## config.mk

```make
export PLATFORM = sky130hd
export DESIGN_NAME = host_reg_bridge
export DESIGN_NICKNAME = d
export VERILOG_FILES = /design/src/rtl/hbr_pkg.sv /design/src/rtl/hbr_host_sampler.sv /design/src/rtl/hbr_addr_decode.sv /design/src/rtl/hbr_strobe_gen.sv /design/src/rtl/hbr_local_regs.sv /design/src/rtl/host_reg_bridge.sv
export SDC_FILE = /design/constraint.sdc
export NUM_CORES = 1
export LEC_CHECK = 0
export BUFFER_PORTS_ARGS = -buffer_cell sky130_fd_sc_hd__buf_2
export CAP_MARGIN = 25
export CORE_MARGIN = 8
export CORE_UTILIZATION = 45
export DETAILED_ROUTE_END_ITERATION = 8
export PLACE_DENSITY = 0.92
export REMOVE_ABC_BUFFERS = 1
export SLEW_MARGIN = 15
export SYNTH_ARGS = -nofsm -noshare
export SYNTH_HDL_FRONTEND = slang
export SYNTH_SLANG_ARGS = --single-unit
```

## constraint.sdc

```tcl
create_clock -name clk -period 2.1 [get_ports clk]
set_input_delay 0.21 -clock clk [delete_from_list [all_inputs] [get_ports clk]]
set_output_delay 0.21 -clock clk [all_outputs]
set_load 0.05 [all_outputs]
```

## src/rtl/hbr_pkg.sv

```systemverilog
package hbr_pkg;
   localparam int BYTE_W = 8;
   localparam int MSEL_W = 3;
   localparam int RSEL_W = 5;

   typedef struct packed {
      logic              req;
      logic              wr;
      logic              adr;
      logic [BYTE_W-1:0] data;
   } host_smp_t;
endpackage

```

## src/rtl/hbr_host_sampler.sv

```systemverilog
module hbr_host_sampler
   import hbr_pkg::*;
(
   input  logic              clk,
   input  logic              rst_n,
   input  logic              ctl_req_i,
   input  logic              ctl_wr_i,
   input  logic              ctl_adr_i,
   input  logic [BYTE_W-1:0] data_i,
   output logic              ifclk_o,
   output host_smp_t         smp_o
);
   logic      ifclk_q;
   host_smp_t smp_q;

   always_ff @(posedge clk) begin
      if (!rst_n) ifclk_q <= 1'b0;
      else        ifclk_q <= ~ifclk_q;
   end

   // capture host lines once per interface period
   always_ff @(posedge clk) begin
      if (!rst_n) begin
         smp_q <= '0;
      end else if (ifclk_q) begin
         smp_q.req  <= ctl_req_i;
         smp_q.wr   <= ctl_wr_i;
         smp_q.adr  <= ctl_adr_i;
         smp_q.data <= data_i;
      end
   end

   assign ifclk_o = ifclk_q;
   assign smp_o   = smp_q;


   ifclk_fall_chk: assert property (@(posedge clk) disable iff (!rst_n)
      ifclk_q |=> !ifclk_q);

   ifclk_rise_chk: assert property (@(posedge clk) disable iff (!rst_n)
      !ifclk_q |=> ifclk_q);

   smp_hold_chk: assert property (@(posedge clk) disable iff (!rst_n)
      !ifclk_q |=> $stable(smp_q));
endmodule

```

## src/rtl/hbr_addr_decode.sv

```systemverilog
module hbr_addr_decode
   import hbr_pkg::*;
#(
   parameter  int NUM_MOD      = 4,
   parameter  int REGS_PER_MOD = 4,
   localparam int NSLOT        = NUM_MOD * REGS_PER_MOD
)(
   input  logic              clk,
   input  logic              rst_n,
   input  host_smp_t         smp_i,
   output logic [MSEL_W-1:0] msel_o,
   output logic [RSEL_W-1:0] rsel_o,
   output logic [NSLOT-1:0]  sel_o
);
   localparam logic [MSEL_W:0] MOD_LIM = (MSEL_W+1)'(NUM_MOD);
   localparam logic [RSEL_W:0] REG_LIM = (RSEL_W+1)'(REGS_PER_MOD);

   logic [BYTE_W-1:0] addr_q;
   logic              hit;

   // address phase: the byte is an address, never register data
   always_ff @(posedge clk) begin
      if (!rst_n)                      addr_q <= '0;
      else if (smp_i.req && smp_i.adr) addr_q <= smp_i.data;
   end

   assign msel_o = addr_q[BYTE_W-1 -: MSEL_W];
   assign rsel_o = addr_q[RSEL_W-1:0];
   assign hit    = ({1'b0, msel_o} < MOD_LIM) && ({1'b0, rsel_o} < REG_LIM);

   for (genvar m = 0; m < NUM_MOD; m++) begin : g_mod
      for (genvar r = 0; r < REGS_PER_MOD; r++) begin : g_reg
         assign sel_o[m*REGS_PER_MOD + r] = hit
                                          && (msel_o == MSEL_W'(m))
                                          && (rsel_o == RSEL_W'(r));
      end
   end


   sel_single_chk: assert property (@(posedge clk) disable iff (!rst_n)
      $onehot0(sel_o));
endmodule

```

## src/rtl/hbr_strobe_gen.sv

```systemverilog
module hbr_strobe_gen #(
   parameter int NSLOT = 16
)(
   input  logic             clk,
   input  logic             rst_n,
   input  logic [NSLOT-1:0] sel_i,
   input  logic             wr_phase_i,
   input  logic             rd_phase_i,
   output logic [NSLOT-1:0] wr_lvl_o,
   output logic [NSLOT-1:0] rd_lvl_o,
   output logic [NSLOT-1:0] wr_pls_o,
   output logic [NSLOT-1:0] rd_pls_o
);
   for (genvar i = 0; i < NSLOT; i++) begin : g_slot
      logic wr_lvl, rd_lvl, wr_dly, rd_dly;

      assign wr_lvl = sel_i[i] & wr_phase_i;
      assign rd_lvl = sel_i[i] & rd_phase_i;

      always_ff @(posedge clk) begin
         if (!rst_n) begin
            wr_dly <= 1'b0;
            rd_dly <= 1'b0;
         end else begin
            wr_dly <= wr_lvl;
            rd_dly <= rd_lvl;
         end
      end

      // write completes on the falling level, read starts on the rising one
      assign wr_lvl_o[i] = wr_lvl;
      assign rd_lvl_o[i] = rd_lvl;
      assign wr_pls_o[i] = wr_dly & ~wr_lvl;
      assign rd_pls_o[i] = rd_lvl & ~rd_dly;


      wr_pls_width_chk: assert property (@(posedge clk) disable iff (!rst_n)
         wr_pls_o[i] |=> !wr_pls_o[i]);

      rd_pls_width_chk: assert property (@(posedge clk) disable iff (!rst_n)
         rd_pls_o[i] |=> !rd_pls_o[i]);
   end
endmodule

```

## src/rtl/hbr_local_regs.sv

```systemverilog
module hbr_local_regs
   import hbr_pkg::*;
#(
   parameter logic [BYTE_W-1:0] ID_VALUE = 8'hA5
)(
   input  logic              clk,
   input  logic              rst_n,
   input  logic              scr_we_i,
   input  logic [BYTE_W-1:0] wdata_i,
   output logic [BYTE_W-1:0] id_o,
   output logic [BYTE_W-1:0] scratch_o
);
   logic [BYTE_W-1:0] scratch_q;

   always_ff @(posedge clk) begin
      if (!rst_n)        scratch_q <= '0;
      else if (scr_we_i) scratch_q <= wdata_i;
   end

   assign id_o      = ID_VALUE;
   assign scratch_o = scratch_q;


   scratch_hold_chk: assert property (@(posedge clk) disable iff (!rst_n)
      !scr_we_i |=> $stable(scratch_q));
endmodule

```

## src/rtl/host_reg_bridge.sv

```systemverilog
module host_reg_bridge
   import hbr_pkg::*;
#(
   parameter  int                NUM_MOD      = 4,
   parameter  int                REGS_PER_MOD = 4,
   parameter  logic [BYTE_W-1:0] ID_VALUE     = 8'hA5,
   localparam int                NSLOT        = NUM_MOD * REGS_PER_MOD,
   localparam int                EXT_SLOTS    = (NUM_MOD - 1) * REGS_PER_MOD,
   localparam int                EXT_W        = EXT_SLOTS * BYTE_W
)(
   input  logic              clk,
   input  logic              rst_n,
   output logic              ifclk_o,
   input  logic              hctl_req_i,
   input  logic              hctl_wr_i,
   input  logic              hctl_adr_i,
   input  logic [BYTE_W-1:0] hdata_i,
   output logic [BYTE_W-1:0] hdata_o,
   output logic              hdata_oe_o,
   output logic              bus_req_o,
   output logic              bus_wr_o,
   output logic [MSEL_W-1:0] bus_msel_o,
   output logic [RSEL_W-1:0] bus_rsel_o,
   output logic [BYTE_W-1:0] bus_wdata_o,
   input  logic [EXT_W-1:0]  ext_rdata_i,
   output logic [NSLOT-1:0]  wr_lvl_o,
   output logic [NSLOT-1:0]  rd_lvl_o,
   output logic [NSLOT-1:0]  wr_pls_o,
   output logic [NSLOT-1:0]  rd_pls_o
);
   // elaboration checks on the configuration
   if (NUM_MOD < 2 || NUM_MOD > (1 << MSEL_W)) begin : g_bad_mod
      $error("NUM_MOD must lie in 2..8");
   end
   if (REGS_PER_MOD < 2 || REGS_PER_MOD > (1 << RSEL_W)) begin : g_bad_regs
      $error("REGS_PER_MOD must lie in 2..32");
   end

   localparam int SCR_SLOT = 1;

   host_smp_t         smp;
   logic [NSLOT-1:0]  sel;
   logic              wr_phase, rd_phase;
   logic [BYTE_W-1:0] id_val, scr_val;
   logic [BYTE_W-1:0] slot_rd [NSLOT];
   logic [BYTE_W-1:0] rd_byte;

   hbr_host_sampler u_smp (
      .clk      (clk),
      .rst_n    (rst_n),
      .ctl_req_i(hctl_req_i),
      .ctl_wr_i (hctl_wr_i),
      .ctl_adr_i(hctl_adr_i),
      .data_i   (hdata_i),
      .ifclk_o  (ifclk_o),
      .smp_o    (smp)
   );

   hbr_addr_decode #(
      .NUM_MOD     (NUM_MOD),
      .REGS_PER_MOD(REGS_PER_MOD)
   ) u_dec (
      .clk   (clk),
      .rst_n (rst_n),
      .smp_i (smp),
      .msel_o(bus_msel_o),
      .rsel_o(bus_rsel_o),
      .sel_o (sel)
   );

   assign wr_phase = smp.req & ~smp.adr &  smp.wr;
   assign rd_phase = smp.req & ~smp.adr & ~smp.wr;

   hbr_strobe_gen #(.NSLOT(NSLOT)) u_stb (
      .clk       (clk),
      .rst_n     (rst_n),
      .sel_i     (sel),
      .wr_phase_i(wr_phase),
      .rd_phase_i(rd_phase),
      .wr_lvl_o  (wr_lvl_o),
      .rd_lvl_o  (rd_lvl_o),
      .wr_pls_o  (wr_pls_o),
      .rd_pls_o  (rd_pls_o)
   );

   hbr_local_regs #(.ID_VALUE(ID_VALUE)) u_loc (
      .clk      (clk),
      .rst_n    (rst_n),
      .scr_we_i (wr_lvl_o[SCR_SLOT]),
      .wdata_i  (smp.data),
      .id_o     (id_val),
      .scratch_o(scr_val)
   );

   // per-slot read sources: module 0 is local, the rest come from outside
   for (genvar i = 0; i < NSLOT; i++) begin : g_src
      if (i == 0) begin : g_id
         assign slot_rd[i] = id_val;
      end else if (i == SCR_SLOT) begin : g_scr
         assign slot_rd[i] = scr_val;
      end else if (i < REGS_PER_MOD) begin : g_none
         assign slot_rd[i] = '0;
      end else begin : g_ext
         assign slot_rd[i] = ext_rdata_i[(i-REGS_PER_MOD)*BYTE_W +: BYTE_W];
      end
   end

   // AND-OR mux on the one-hot select; no select yields zero
   always_comb begin
      rd_byte = '0;
      for (int i = 0; i < NSLOT; i++) begin
         rd_byte = rd_byte | (slot_rd[i] & {BYTE_W{sel[i]}});
      end
   end

   assign bus_req_o   = smp.req & ~smp.adr;
   assign bus_wr_o    = smp.wr;
   assign bus_wdata_o = smp.data;
   assign hdata_o     = rd_byte;
   assign hdata_oe_o  = rd_phase;


   oe_read_only_chk: assert property (@(posedge clk) disable iff (!rst_n)
      hdata_oe_o |-> (bus_req_o && !bus_wr_o));

   sel_stable_chk: assert property (@(posedge clk) disable iff (!rst_n)
      (bus_req_o && $past(bus_req_o)) |-> ($stable(bus_msel_o) && $stable(bus_rsel_o)));

   no_lvl_in_addr_chk: assert property (@(posedge clk) disable iff (!rst_n)
      !bus_req_o |-> (wr_lvl_o == '0 && rd_lvl_o == '0));

   lvl_single_chk: assert property (@(posedge clk) disable iff (!rst_n)
      $onehot0(wr_lvl_o | rd_lvl_o));
endmodule

```

---- After elaboration in Yosys (flattened, before gate mapping) ----
Index checks and enable logic that the tools add are counted.
storage, ports and cells
  register bits ........................... 60
  input bits .............................. 109
  output and inout port bits .............. 92
  word-level logic and storage cells ...... 199
cells by class
  $lt $le $gt $ge ......................... 2
  equal/unequal tests ..................... 6
  bitwise gates (word level) .............. 128
  reductions and logical operators ........ 24
operators with widths
  kind                                                         number
  bitwise AND 8 bit                                            13
  OR 8 bit                                                     13
  bitwise AND 1 bit                                            67
  inverter 1 bit                                               35
  logical AND 1 bit                                            22
  equality test 5 x 2 -> 1 bit (second input constant)         2
  equality test 3 x 2 -> 1 bit (second input constant)         2
  equality test 5 x 1 -> 1 bit (second input constant)         1
  zero test 5 bit                                              1
  less-than comparator 5 x 3 -> 1 bit (second input constant)  1
  equality test 3 x 1 -> 1 bit (second input constant)         1
  zero test 3 bit                                              1
  less-than comparator 3 bit (second input constant)           1

---- Logic depth before layout (Yosys ltp) ----
Gate-level depths: netlist of the first run.
  word-level depth ........................ 18
  gate-level depth with buffers ........... 7
  gate-level depth less buffers ........... 5

---- Cells and area by module ----
Synthesis of the first run repeated with hierarchy kept, for this count alone.
second synthesis, totals
  cells, all modules ...................... 398
  area total of the unflattened synthesis .. 3761.1 µm²
by module, submodules not included
  module            instances  cells an instance  area an instance (µm²)  sequential area each (µm²)
  hbr_strobe_gen    1          173                1640.3                  640.6
  host_reg_bridge   1          89                 710.7                   0.0
  hbr_addr_decode   1          64                 598.1                   160.2
  hbr_host_sampler  1          37                 442.9                   240.2
  hbr_local_regs    1          35                 369.1                   160.2

---- Worst setup path before layout of the first run ----
No wires, ideal clock.
  path type ............................... flip-flop to output port
  from .................................... register u_dec.addr_q[5]
  to ...................................... output port rd_pls_o[5]
  arrival time ............................ 3.157 ns
  required time ........................... 1.890 ns
  path slack .............................. -1.267 ns
  stages on the path, launching flop included .. 6
  buffers on the path ..................... 2
  path through ............................ dfxtp_1 buf_2 nor4b_2 nand2_1 clkbuf_1 nor4_1
on the way
  cells in the longest elaborated chain, start to end .. 6
  elaborated cells on any way between the ends .. 7
  those cells by class .................... order compare (1); eq/ne (1); bitwise (2); reduce/logical (3)
ends and longest elaborated chain
  what                        line                   text
  from (decl)                 hbr_addr_decode.sv:18  logic [BYTE_W-1:0] addr_q;
  from (signal assigned)      hbr_addr_decode.sv:24  else if (smp_i.req && smp_i.adr) addr_q <= smp_i.data;
  less-than comparator 3 bit  hbr_addr_decode.sv:29  assign hit = ({1'b0, msel_o} < MOD_LIM) && ({1'b0, rsel_o} < REG_LIM);
  logical AND 1 bit           hbr_addr_decode.sv:29
  logical AND 1 bit (*)       hbr_addr_decode.sv:34  && (msel_o == MSEL_W'(m))
  logical AND 1 bit (*)       hbr_addr_decode.sv:35  && (rsel_o == RSEL_W'(r));
  bitwise AND 1 bit (*)       hbr_strobe_gen.sv:18   assign rd_lvl = sel_i[i] & rd_phase_i;
  bitwise AND 1 bit (*)       hbr_strobe_gen.sv:34   assign rd_pls_o[i] = rd_lvl & ~rd_dly;
  to (decl)                   host_reg_bridge.sv:29  output logic [NSLOT-1:0] rd_pls_o
Every way passes the cells marked *; elsewhere a longest branch is shown, timed or not.

---- Final worst setup path of the first run ----
  from .................................... register u_dec.addr_q[4]
  to ...................................... output port hdata_o[5]
on the way
  cells in the longest elaborated chain, start to end .. 18
  elaborated cells on any way between the ends .. 50
  those cells by class .................... order compare (1); eq/ne (3); bitwise (26); reduce/logical (20)
ends and longest elaborated chain
  what                                 line                    text
  less-than comparator 5 x 3 -> 1 bit  hbr_addr_decode.sv:29
  logical AND 1 bit                    hbr_addr_decode.sv:29
  logical AND 1 bit                    hbr_addr_decode.sv:34
  logical AND 1 bit                    hbr_addr_decode.sv:35
  bitwise AND 8 bit                    host_reg_bridge.sv:112  rd_byte = rd_byte | (slot_rd[i] & {BYTE_W{sel[i]}});
  OR 8 bit (12 in series)              host_reg_bridge.sv:112
  OR 8 bit (*)                         host_reg_bridge.sv:112
  to (decl)                            host_reg_bridge.sv:18   output logic [BYTE_W-1:0] hdata_o,
Marked as above.

==> flow_summary_export.csv, run 1 <==
group,metric,value,unit
placed_design,gp_congestion,0.879,
layout,area_growth,79.2,%
timing,hold_violations,0,
yosys,synthCells,434,
die,initial_core_util,46.8,%
layout,nets,756,
critical_path,slowest_delay,340,ps
yosys,syn_area_per_cell,8.37,um^2
timing,finalSetupViolations,68,
pwr,p_sw,755,uW
clock_network,cts_root_buffer,"clkbuf_8",
clock_network,h-tree-depth,3,
flow_run,maxCapViolCount,0,
grt,grt_use_total,24.5,%
critical_path,cp_data_arrival_time,2190,ps
yosys,ys_top_cells_by_area,"dfxtp_1 (33%), mux2i_1 (9.6%), buf_4 (8.3%)",
timing,slew_violations,0,
grt,grt_overflow_total,0,
die,dieArea,11200,um^2
die,fp.coreArea,7770,um^2
layout,n_antenna_cell,0,
critical_path,rr_startpoint,"u_dec.addr_q[4]",
die,die_w,106,um
grt,grt_max_degree,44,
pwr,internal-power,2.01,mW
die,die_h,106,um
pwr,ir_drop,0.340,mV
timing,holdWs,105,ps
clock_network,cts_tree,"done",
pwr,power.leakage,2.86,nW
pwr,total_power,2.76,mW
layout,drive_gt1_share,61.0,%
status,violations,"setup timing",
layout,regArea,1210,um^2
placed_design,io_buffers,200,
yosys,synth_largest_area_cell,"dfxtp_1",
clock_network,cts_buffers,9,
pwr,p_comb_share,13.8,%
timing,fmax,416,MHz
clock_network,clk_path_buf_depth,2,
pwr,p_seq_share,42.4,%
layout,num-fill-cells,390,
timing,finClkSkew,12.3,ps
clock_network,insertion_delay,350,ps
status,status,"finished with violations",
critical_path,cp_max_fo,12,
critical_path,slowest_stage,"dfxtp_2",
routing,drc,0,
timing,tightest_slew,656,ps
routing,via_count,4507,
critical_path,critical_path.startpoint,"u_dec.addr_q[4]",
yosys,netlist.area_leader.share,33.1,%
pwr,clockPowerShare,43.8,%
die,num_io_pins,201,
routing,vias_per_cell,5.98,
timing,max_slew_margin,55.2,%
placed_design,hpwl,10600,um
layout,final_area,6510,um^2
min_path,hp-start,"hdata_i[4]",
timing,rsz0062_at_grt,"yes",
routing,routed_wl,18800,um
routing,firstDrtPassIters,6,
yosys,yosys_warnings,0,
clock_network,cts.sinks,60,
timing,period_share,114,%
timing,fin_crit,2400,ps
clock_network,path_clk_slew,70,ps
grt,grt_pass1_wl,22300,um
layout,multiInputGateArea,2790,um^2
grt,grt_pass1_vias,4326,
min_path,holdCritPathClass,"in -> reg",
critical_path,crit_chain,"buf_6, nor4b_4, buf_4, buf_6, nand2_8, o22a_1, nand4_1, buf_6",
critical_path,required,1890,ps
grt,antenna_found_initial,0,
critical_path,critPathKind,"reg -> out",
yosys,synthDistinctLibCells,47,
pwr,power_density,424,nW/um^2
yosys,yosysSeqAreaShare,33.1,%
pwr,switching_share,27.3,%
critical_path,critPathMostFrequentCell,"buf_6",
yosys,synth_seq_cells,60,
die,rows,32,
routing,drt_iter0_markers,373,
critical_path,worst_setup_path_start_kind,"flop",
routing,drtAntennaViolNets,0,
routing,wl_per_cell,24.9,um
critical_path,endpoint_kind,"output pin",
placed_design,post_dp_cell_area,4640,um^2
yosys,syn_area,3630,um^2
timing,fin_ws,-302,ps
==> cells in the final DEF (no fill, tap or decap), drive strengths merged, types with 4 or more instances in the layout <==
cell type / count
a21oi: 9
mux4: 8
dfxtp: 60
mux2: 4
nor2b: 19
o2bb2ai: 4
nor2: 58
nand2: 35
a22oi: 9
inv: 6
buf: 271
nor4: 22
nand2b: 4
o21a: 6
nand3: 12
nor3: 32
clkbuf: 10
a32oi: 4
mux2i: 35
a22o: 4
==> routing by layer <==
layer | wire, um | track usage, % | part of all wire, %
met4 | 1160 | 10.3 | 6.2
met2 | 9240 | 43.1 | 49
met3 | 1570 | 6.03 | 8.3
met5 | 0 | 0 | 0
met1 | 6840 | 27.5 | 36
==> stage by stage <==
step / setup slack [ps] / cells / utilization [%] / setup TNS [ps]
after global routing: -331 / 754 / 83.8 / -10350
after global placement: -16.2 / 704 / 59.8 / -16.2
after CTS: -131 / 731 / 72.1 / -1830
after detailed placement: -62.8 / 704 / 59.8 / -325
final: -302 / 754 / 83.8 / -7200
after floorplan: -1870 / 362 / - / -109220
==> power groups by stage <==
stage / combinational (mW) / clock [mW] / sequential, mW
2_1_floorplan: 0.112 / 0 / 1.24
3_3_place_gp: 0.309 / 0 / 1.20
3_5_place_dp: 0.320 / 0 / 1.20
4_1_cts: 0.337 / 1.18 / 1.17
5_1_grt: 0.399 / 1.27 / 1.17
6_report: 0.381 / 1.21 / 1.17
==> sequential cells by signal, summed over array words and instances (netlist names) <==
register             cells
u_stb.g_slot.wr_dly     16
u_smp.smp_o             11
u_smp.ifclk_o            1
u_dec.addr_q             8
u_stb.g_slot.rd_dly     16
u_loc.scratch_o          8
==> synthesized netlist by cell type (all sizes together) <==
cell and count:
o21a 6, and3 1, nand3b 1, or2 1, nand2b 4, dfxtp 60
a221oi 1, nor4 22, a22o 4, nor3 32, mux2i 35, a32oi 4
a22oi 9, nor4b 2, buf 56, o32ai 3, clkinv 1, a21oi 9
nand3 12, mux4 8, clkbuf 16, nor2b 19, and2 3, nand4 3
inv 5, o211ai 2, o2bb2ai 4, a2111oi 2, mux2 4, o22a 1
a311o 1, and4 1, or3 3, and3b 1, o22ai 2, nand2 33
o2111ai 3, nor2 58, o21ai 2
==> worst max-delay path: cells and delay by family, from the launching register on <==
kind | cells | cell delay, ps
AO/OA/AOI/OAI | 1 | 290
buffers and inverters | 4 | 610
flip-flops | 1 | 340
AND/OR/NAND/NOR | 3 | 600
==> path summary, 6_finish.rpt <==
check	endpoint	slack [ps]	depth (start not counted)
max	hdata_o[5]	-300	8
min	u_smp.smp_o[4]	110	3
max reg2reg	u_stb.g_slot[7].wr_dly	20	9
min reg2reg	u_loc.scratch_o[1]	500	2
==> layout make-up <==
class	instances	area share (%)
Multi-Input combinational cell	298	42.8
Timing Repair Buffer	272	32.8
Sequential cell	60	18.7
Clock buffer	10	2.11
Tap cell	102	1.96
Clock inverter	6	1.33
Inverter	6	0.346
==> what timing repair did <==
item	CTS	global route
hold buffers	0	0
cloned	1	2
buffers inserted	10	21
resized for setup	170	161
setup endpoints to repair	72	72
pin swaps	14	29
==> logic make-up (layout without fill, tap and decap cells) <==
family	after synthesis	in the layout	synth area share [%]
AND/OR/NAND/NOR	196	198	27.6
buffers and inverters	78	294	12.6
multiplexers	47	47	15.8
flip-flops	60	60	33.1
AO/OA/AOI/OAI	53	53	11.0
No activity file was read; power rests on OpenSTA's default activity.
==> run 2, diff against run 1 <==
--- a/config.mk
+++ b/config.mk
@@ -8,11 +8,12 @@
 export BUFFER_PORTS_ARGS = -buffer_cell sky130_fd_sc_hd__buf_2
 export CAP_MARGIN = 25
 export CORE_MARGIN = 8
-export CORE_UTILIZATION = 45
+export CORE_UTILIZATION = 46
 export DETAILED_ROUTE_END_ITERATION = 8
-export PLACE_DENSITY = 0.92
+export PLACE_DENSITY = 0.93
 export REMOVE_ABC_BUFFERS = 1
 export SLEW_MARGIN = 15
 export SYNTH_ARGS = -nofsm -noshare
 export SYNTH_HDL_FRONTEND = slang
+export SYNTH_HIERARCHICAL = 1
 export SYNTH_SLANG_ARGS = --single-unit
==> run 2 against run 1 <==
Compared with the run above: critical endpoint unchanged; area after synthesis increased by 3.5%; the flow still finishes with violations (setup timing); wire length rose by 7.5%; sequential power about the same; critical path depth decreased by 1; setup slack lost 420 ps; register-to-register slack worse by 370 ps; clock skew is 3.4 ps higher; highest routed layer is now met5; non-clock buffer count rose by 17.
==> flow_summary_export.csv, run 2 <==
group,metric,value,unit
clock_network,cts.sinks,60,
placed_design,io_buffers,200,
clock_network,h-tree-depth,3,
critical_path,endpoint_kind,"output pin",
critical_path,slowest_delay,690,ps
clock_network,cts_buffers,9,
die,dieArea,11300,um^2
die,initial_core_util,46.7,%
yosys,syn_area,3760,um^2
placed_design,pre_cts_slack,-300,ps
clock_network,cts_tree,"done",
routing,drt_iter0_markers,549,
yosys,synth_seq_cells,60,
timing,timing.setup.tns,-37690,ps
pwr,p_seq_share,42.4,%
timing,rsz0062_at_grt,"yes",
timing,fmax,355,MHz
routing,drtAntennaViolNets,0,
routing,wl_per_cell,27.4,um
grt,grt_overflow_total,0,
timing,finalSetupViolations,87,
pwr,ir_drop,0.349,mV
yosys,syn_area_per_cell,9.45,um^2
clock_network,path_clk_slew,80,ps
pwr,total_power,2.76,mW
yosys,synthArstFlopShare,0,%
pwr,switching_share,27.9,%
timing,tightest_slew,901,ps
routing,firstDrtPassIters,6,
status,status,"finished with violations",
grt,grt_pass1_wl,24900,um
layout,final_common_cell,"buf_2",
critical_path,cp_data_arrival_time,2610,ps
timing,finClkSkew,15.7,ps
grt,antenna_found_initial,3,
die,die_h,106,um
grt,grt_use_met1,28.9,%
clock_network,clk_path_buf_depth,2,
yosys,synth_flop_cell,"dfxtp_1",
yosys,synth_common_cells,"dfxtp_1 (60), and3_1 (48), buf_4 (42), a22oi_1 (40), and2_1 (33)",
yosys,synth_most_common_cell,"dfxtp_1",
die,die_w,106,um
timing,hold_violations,0,
pwr,power_density,431,nW/um^2
min_path,holdCritPathClass,"in -> reg",
critical_path,slowest_stage,"or4_4",
routing,vias_per_cell,6.32,
critical_path,crit_chain,"or4_4, nor4_4, buf_4, a22oi_2, and3_1, nand4_1, buf_6",
die,fp.coreArea,8050,um^2
layout,area_growth,70.3,%
yosys,yosysSeqAreaShare,31.9,%
placed_design,dp_cells,692,
grt,grt_pass1_vias,4384,
critical_path,critPathKind,"reg -> out",
layout,layout_common_cells,"buf_2 (128), buf_6 (67), dfxtp_1 (57)",
grt,use_met3,9.50,%
timing,slew_violations,0,
routing,drc,0,
clock_network,cts_hold_buf,0,
placed_design,gp_congestion,0.970,
grt,gr-max-usage-layer,"met2",
pwr,power.leakage,3.00,nW
timing,holdWs,121,ps
yosys,ys_top_cells_by_area,"dfxtp_1 (32%), buf_4 (8.4%), a22oi_1 (8.0%)",
grt,grt_use_total,27.8,%
pwr,internal-power,1.99,mW
layout,fin_cells,738,
pwr,p_comb_share,15.2,%
timing,max_slew_margin,39.9,%
die,num_io_pins,201,
layout,post-route-util,79.6,%
routing,routed_wl,20200,um
placed_design,post_dp_cell_area,4920,um^2
yosys,yosys_warnings,6,
pwr,clockPowerShare,42.4,%
timing,period_share,134,%
placed_design,hpwl,10900,um
grt,grt_max_degree,61,
layout,num-fill-cells,378,
pwr,p_sw,770,uW
yosys,netlist.area_leader.share,31.9,%
critical_path,required,1890,ps
layout,final_area,6410,um^2
die,rows,33,
flow_run,maxCapViolCount,0,
critical_path,worst_setup_path_start_kind,"flop",
yosys,synthCells,398,
timing,fin_crit,2820,ps
layout,nets,736,
critical_path,ff2ff_setup_slack,-350,ps
clock_network,cts_root_buffer,"clkbuf_8",
yosys,synth-edff-count,0,
grt,grt_use_met2,46.8,%
yosys,synthDistinctLibCells,31,
critical_path,cp_max_fo,8,
layout,drive_gt1_share,63.4,%
status,violations,"setup timing",
yosys,synth_largest_area_cell,"dfxtp_1",
timing,fin_ws,-718,ps
clock_network,insertion_delay,350,ps
routing,via_count,4663,
==> run 2: cell count changes in the layout (fill, tap and decap cells not counted), moves of 12 or more <==
cell	before	now
and3_1	0	45
nor2_1	41	0
and2_4	2	30
buf_8	6	31
a22oi_1	6	28
nand2_1	23	1
nor3_4	22	0
mux2i_1	35	18
a21boi_2	0	14
and3b_1	1	15
nor2_4	14	0
nor4_1	12	0
==> run 2: final timing paths <==
path,start,end,cells after the start
worst max register to register,u_dec/addr_q[3],u_loc/scratch_o[6],8
worst max-delay path,u_dec/addr_q[4],hdata_o[5],7
worst min register to register,u_smp/smp_o[5],u_smp/smp_o[5],2
worst min-delay path,hdata_i[4],u_smp/smp_o[4],3
==> run 2: power groups by stage <==
stage	combinational (mW)	clock (mW)	sequential, mW
after floorplan	0.119	0	1.24
after CTS	0.379	1.15	1.17
final	0.421	1.17	1.17
after detailed placement	0.356	0	1.20
after global placement	0.347	0	1.20
after global routing	0.435	1.21	1.17
==> run 2: cell families (layout without fill, tap and decap cells) <==
| group | Yosys count | in the layout | synth area share, % |
|---|---|---|---|
| other cells | 2 | 9 | 0.200 |
| flops | 60 | 60 | 31.9 |
| simple gates | 150 | 151 | 27.9 |
| buf+inv | 79 | 306 | 15.4 |
| mux | 19 | 19 | 5.06 |
| compound gates | 88 | 88 | 19.4 |
==> run 2: routing by layer <==
metal,vias up,share of wire (%)
met3,135,11
met1,2198,34
met2,456,48
li1,1870,-
met4,4,6.8
met5,-,0.13
==> run 2: final cells by class <==
cell class | count | area (um^2) | share of cell area [%]
Antenna cell | 1 | 2.50 | 0.0391
Clock buffer | 13 | 179 | 2.79
Clock inverter | 3 | 42.5 | 0.664
Inverter | 1 | 3.75 | 0.0586
Multi-Input combinational cell | 266 | 2410 | 37.6
Sequential cell | 60 | 1210 | 18.9
Tap cell | 105 | 131 | 2.05
Timing Repair Buffer | 289 | 2430 | 37.9
==> run 2: timing repair <==
action / CTS / global route
endpoints found under the setup margin: 80 / 80
cloned: 3 / 2
gates resized for setup: 230 / 84
setup buffers: 9 / 19
pin swaps: 24 / 25
==> run 2: critical path, delay by kind of cell, from the launching register on <==
kind                   cells  cell delay [ps]
AOI/OAI and AO/OA          1               90
buffers and inverters      2              400
and+or+nand+nor            4             1390
DFF                        1              370
==> run 3, diff against run 2 <==
--- a/config.mk
+++ b/config.mk
@@ -6,11 +6,12 @@
 export NUM_CORES = 1
 export LEC_CHECK = 0
 export BUFFER_PORTS_ARGS = -buffer_cell sky130_fd_sc_hd__buf_2
-export CAP_MARGIN = 25
+export CAP_MARGIN = 15
 export CORE_MARGIN = 8
 export CORE_UTILIZATION = 46
 export DETAILED_ROUTE_END_ITERATION = 8
 export PLACE_DENSITY = 0.93
+export RECOVER_POWER = 25
 export REMOVE_ABC_BUFFERS = 1
 export SLEW_MARGIN = 15
 export SYNTH_ARGS = -nofsm -noshare
==> constraint.sdc (replaced) <==
create_clock -name clk -period 2.1 [get_ports clk]
set_input_delay 0.105 -clock clk [delete_from_list [all_inputs] [get_ports clk]]
set_output_delay 0.105 -clock clk [all_outputs]
set_load 0.05 [all_outputs]
==> run 3 against run 2 <==
Compared with the run above: the run still ends with setup timing left; clock skew up 2.5 ps; via count up 2.9%; die area is the same; fmax up 1.0%; critical path depth rose by 1; setup slack improved by 28 ps; combinational power down 4%; first-iteration DRC count increased by 17%; wire length is 3.0% higher; cell count grew 1.4%; worst hold slack worse by 100 ps; flip-flop and latch count unchanged; critical path type unchanged; critical endpoint unchanged; largest cell class unchanged; highest routed layer is now met4.
==> flow_summary_export.csv, run 3 (same netlist as run 2, synthesis figures left out) <==
group,metric,value,unit
status,status,"finished with violations",
status,violations,"setup timing",
timing,finalSetupViolations,82,
timing,hold_violations,0,
timing,finClkSkew,18.2,ps
grt,gr-max-usage-layer,"met2",
timing,tightest_slew,929,ps
min_path,holdCritPathClass,"in -> reg",
die,rows,33,
critical_path,ff2ff_setup_slack,-310,ps
grt,antenna_found_initial,0,
die,die_h,106,um
clock_network,h-tree-depth,3,
pwr,power.leakage,2.99,nW
clock_network,cts_buffers,9,
layout,num-fill-cells,411,
grt,grt_max_degree,61,
pwr,ir_drop,0.352,mV
layout,layout_common_cells,"buf_2 (119), buf_4 (71), buf_6 (62)",
critical_path,cp_data_arrival_time,2690,ps
critical_path,worst_setup_path_start_kind,"flop",
layout,post-route-util,78.3,%
clock_network,insertion_delay,350,ps
routing,routed_wl,20800,um
die,die_w,106,um
timing,slew_violations,0,
die,initial_core_util,46.7,%
timing,holdWs,16.3,ps
pwr,power_density,423,nW/um^2
routing,firstDrtPassIters,7,
grt,grt_use_met2,48.8,%
critical_path,critical_path.startpoint,"u_dec/addr_q[3]",
routing,drtAntennaViolNets,0,
timing,fmax,358,MHz
die,dieArea,11300,um^2
placed_design,pre_cts_slack,-225,ps
layout,multiInputGateArea,2310,um^2
timing,fin_crit,2790,ps
layout,drive_gt1_share,59.2,%
timing,max_slew_margin,38.0,%
routing,via_count,4796,
grt,grt_use_met1,30.4,%
routing,vias_per_cell,6.41,
grt,grt_pass1_wl,25700,um
critical_path,critPathKind,"reg -> out",
critical_path,required,2000,ps
timing,fin_ws,-690,ps
clock_network,clk_path_buf_depth,2,
layout,fin_cells,748,
routing,wl_per_cell,27.8,um
layout,final_area,6310,um^2
routing,drc,0,
placed_design,post_dp_cell_area,4890,um^2
clock_network,cts_hold_buf,0,
grt,grt_pass1_vias,4572,
timing,rsz0062_at_grt,"yes",
clock_network,cts.sinks,60,
placed_design,io_buffers,200,
layout,regArea,1200,um^2
grt,grt_overflow_total,0,
placed_design,hpwl,10800,um
placed_design,dp_cells,690,
critical_path,endpoint_kind,"output pin",
critical_path,cp_max_fo,6,
layout,area_growth,67.7,%
critical_path,cp-endpoint,"hdata_o[5]",
die,num_io_pins,201,
clock_network,cts_tree,"done",
placed_design,gp_congestion,0.942,
timing,period_share,133,%
critical_path,r2r_cells,9,
grt,grt_use_total,28.9,%
clock_network,path_clk_slew,70,ps
layout,final_common_cell,"buf_2",
critical_path,r2r_end,"u_loc/scratch_o[0]",
routing,drt_iter0_markers,645,
layout,nets,746,
die,fp.coreArea,8050,um^2
flow_run,maxCapViolCount,0,
grt,use_met3,10.3,%
critical_path,rr_startpoint,"u_dec/addr_q[3]",
clock_network,cts_root_buffer,"clkbuf_8",
run 3: cell count changes in the layout (fill, tap and decap cells not counted), sizes merged:
| cell | change |
|---|---|
| clkinvlp | -1 |
| clkbuf | +10 |
| clkinv | +3 |
| buf | -2 |
run 3: area by class of cell:
class                           instances  share of cell area [%]
Timing Repair Buffer                  299                    38.9
Multi-Input combinational cell        266                    36.6
Sequential cell                        60                    19.1
Clock buffer                           11                    2.40
Tap cell                              105                    2.08
Clock inverter                          5                   0.794
Inverter                                1                  0.0595
Antenna cell                            1                  0.0397
run 3: how the worst min path moves through the flow:
stage / end / slack [ps] / depth (start not counted) / startpoint
floorplan: u_dec/addr_q[0] / 220 / 1 / rst_n
global placement: u_smp/smp_o[0] / 360 / 3 / hdata_i[0]
detailed placement: u_smp/smp_o[6] / 370 / 3 / hdata_i[6]
CTS: u_smp/smp_o[6] / 6 / 3 / hdata_i[6]
global route: u_smp/smp_o[10] / 30 / 3 / hctl_req_i
finish: u_smp/smp_o[3] / 20 / 3 / hdata_i[3]
run 3: metal layers:
metal | routed length, um | vias up
li1 | - | 1895
met3 | 2510 | 153
met1 | 7160 | 2243
met4 | 1430 | 0
met2 | 9740 | 505
met5 | 0 | -
run 3: critical path, cell delays in order (launching register included):
cell and delay, ps:
dfxtp_2 350, or4_4 640, buf_6 190, nor4_4 320, buf_4 210, a22oi_1 90, and3_1 210, nand4_1 150
buf_6 180
run 3: report_power, final:
group	internal, mW	total, mW	switching [mW]
Clock	0.605	1.09	0.483
Sequential	1.15	1.18	0.0234
Combinational	0.157	0.406	0.248
Total	1.91	2.67	0.755
run 3: metrics by stage:
step	power [mW]	TNS, ps
5_1_grt	2.75	-35970
4_1_cts	2.62	-20610
6_report	2.67	-31340
2_1_floorplan	1.36	-128430
3_3_place_gp	1.54	-2270
3_5_place_dp	1.55	-4530
run 3: timing repair:
item | in CTS | in global routing
setup endpoints to repair | 80 | 82
setup buffers | 15 | 21
pin swaps | 24 | 5
gates resized for setup | 249 | 19
cloned | 3 | 2
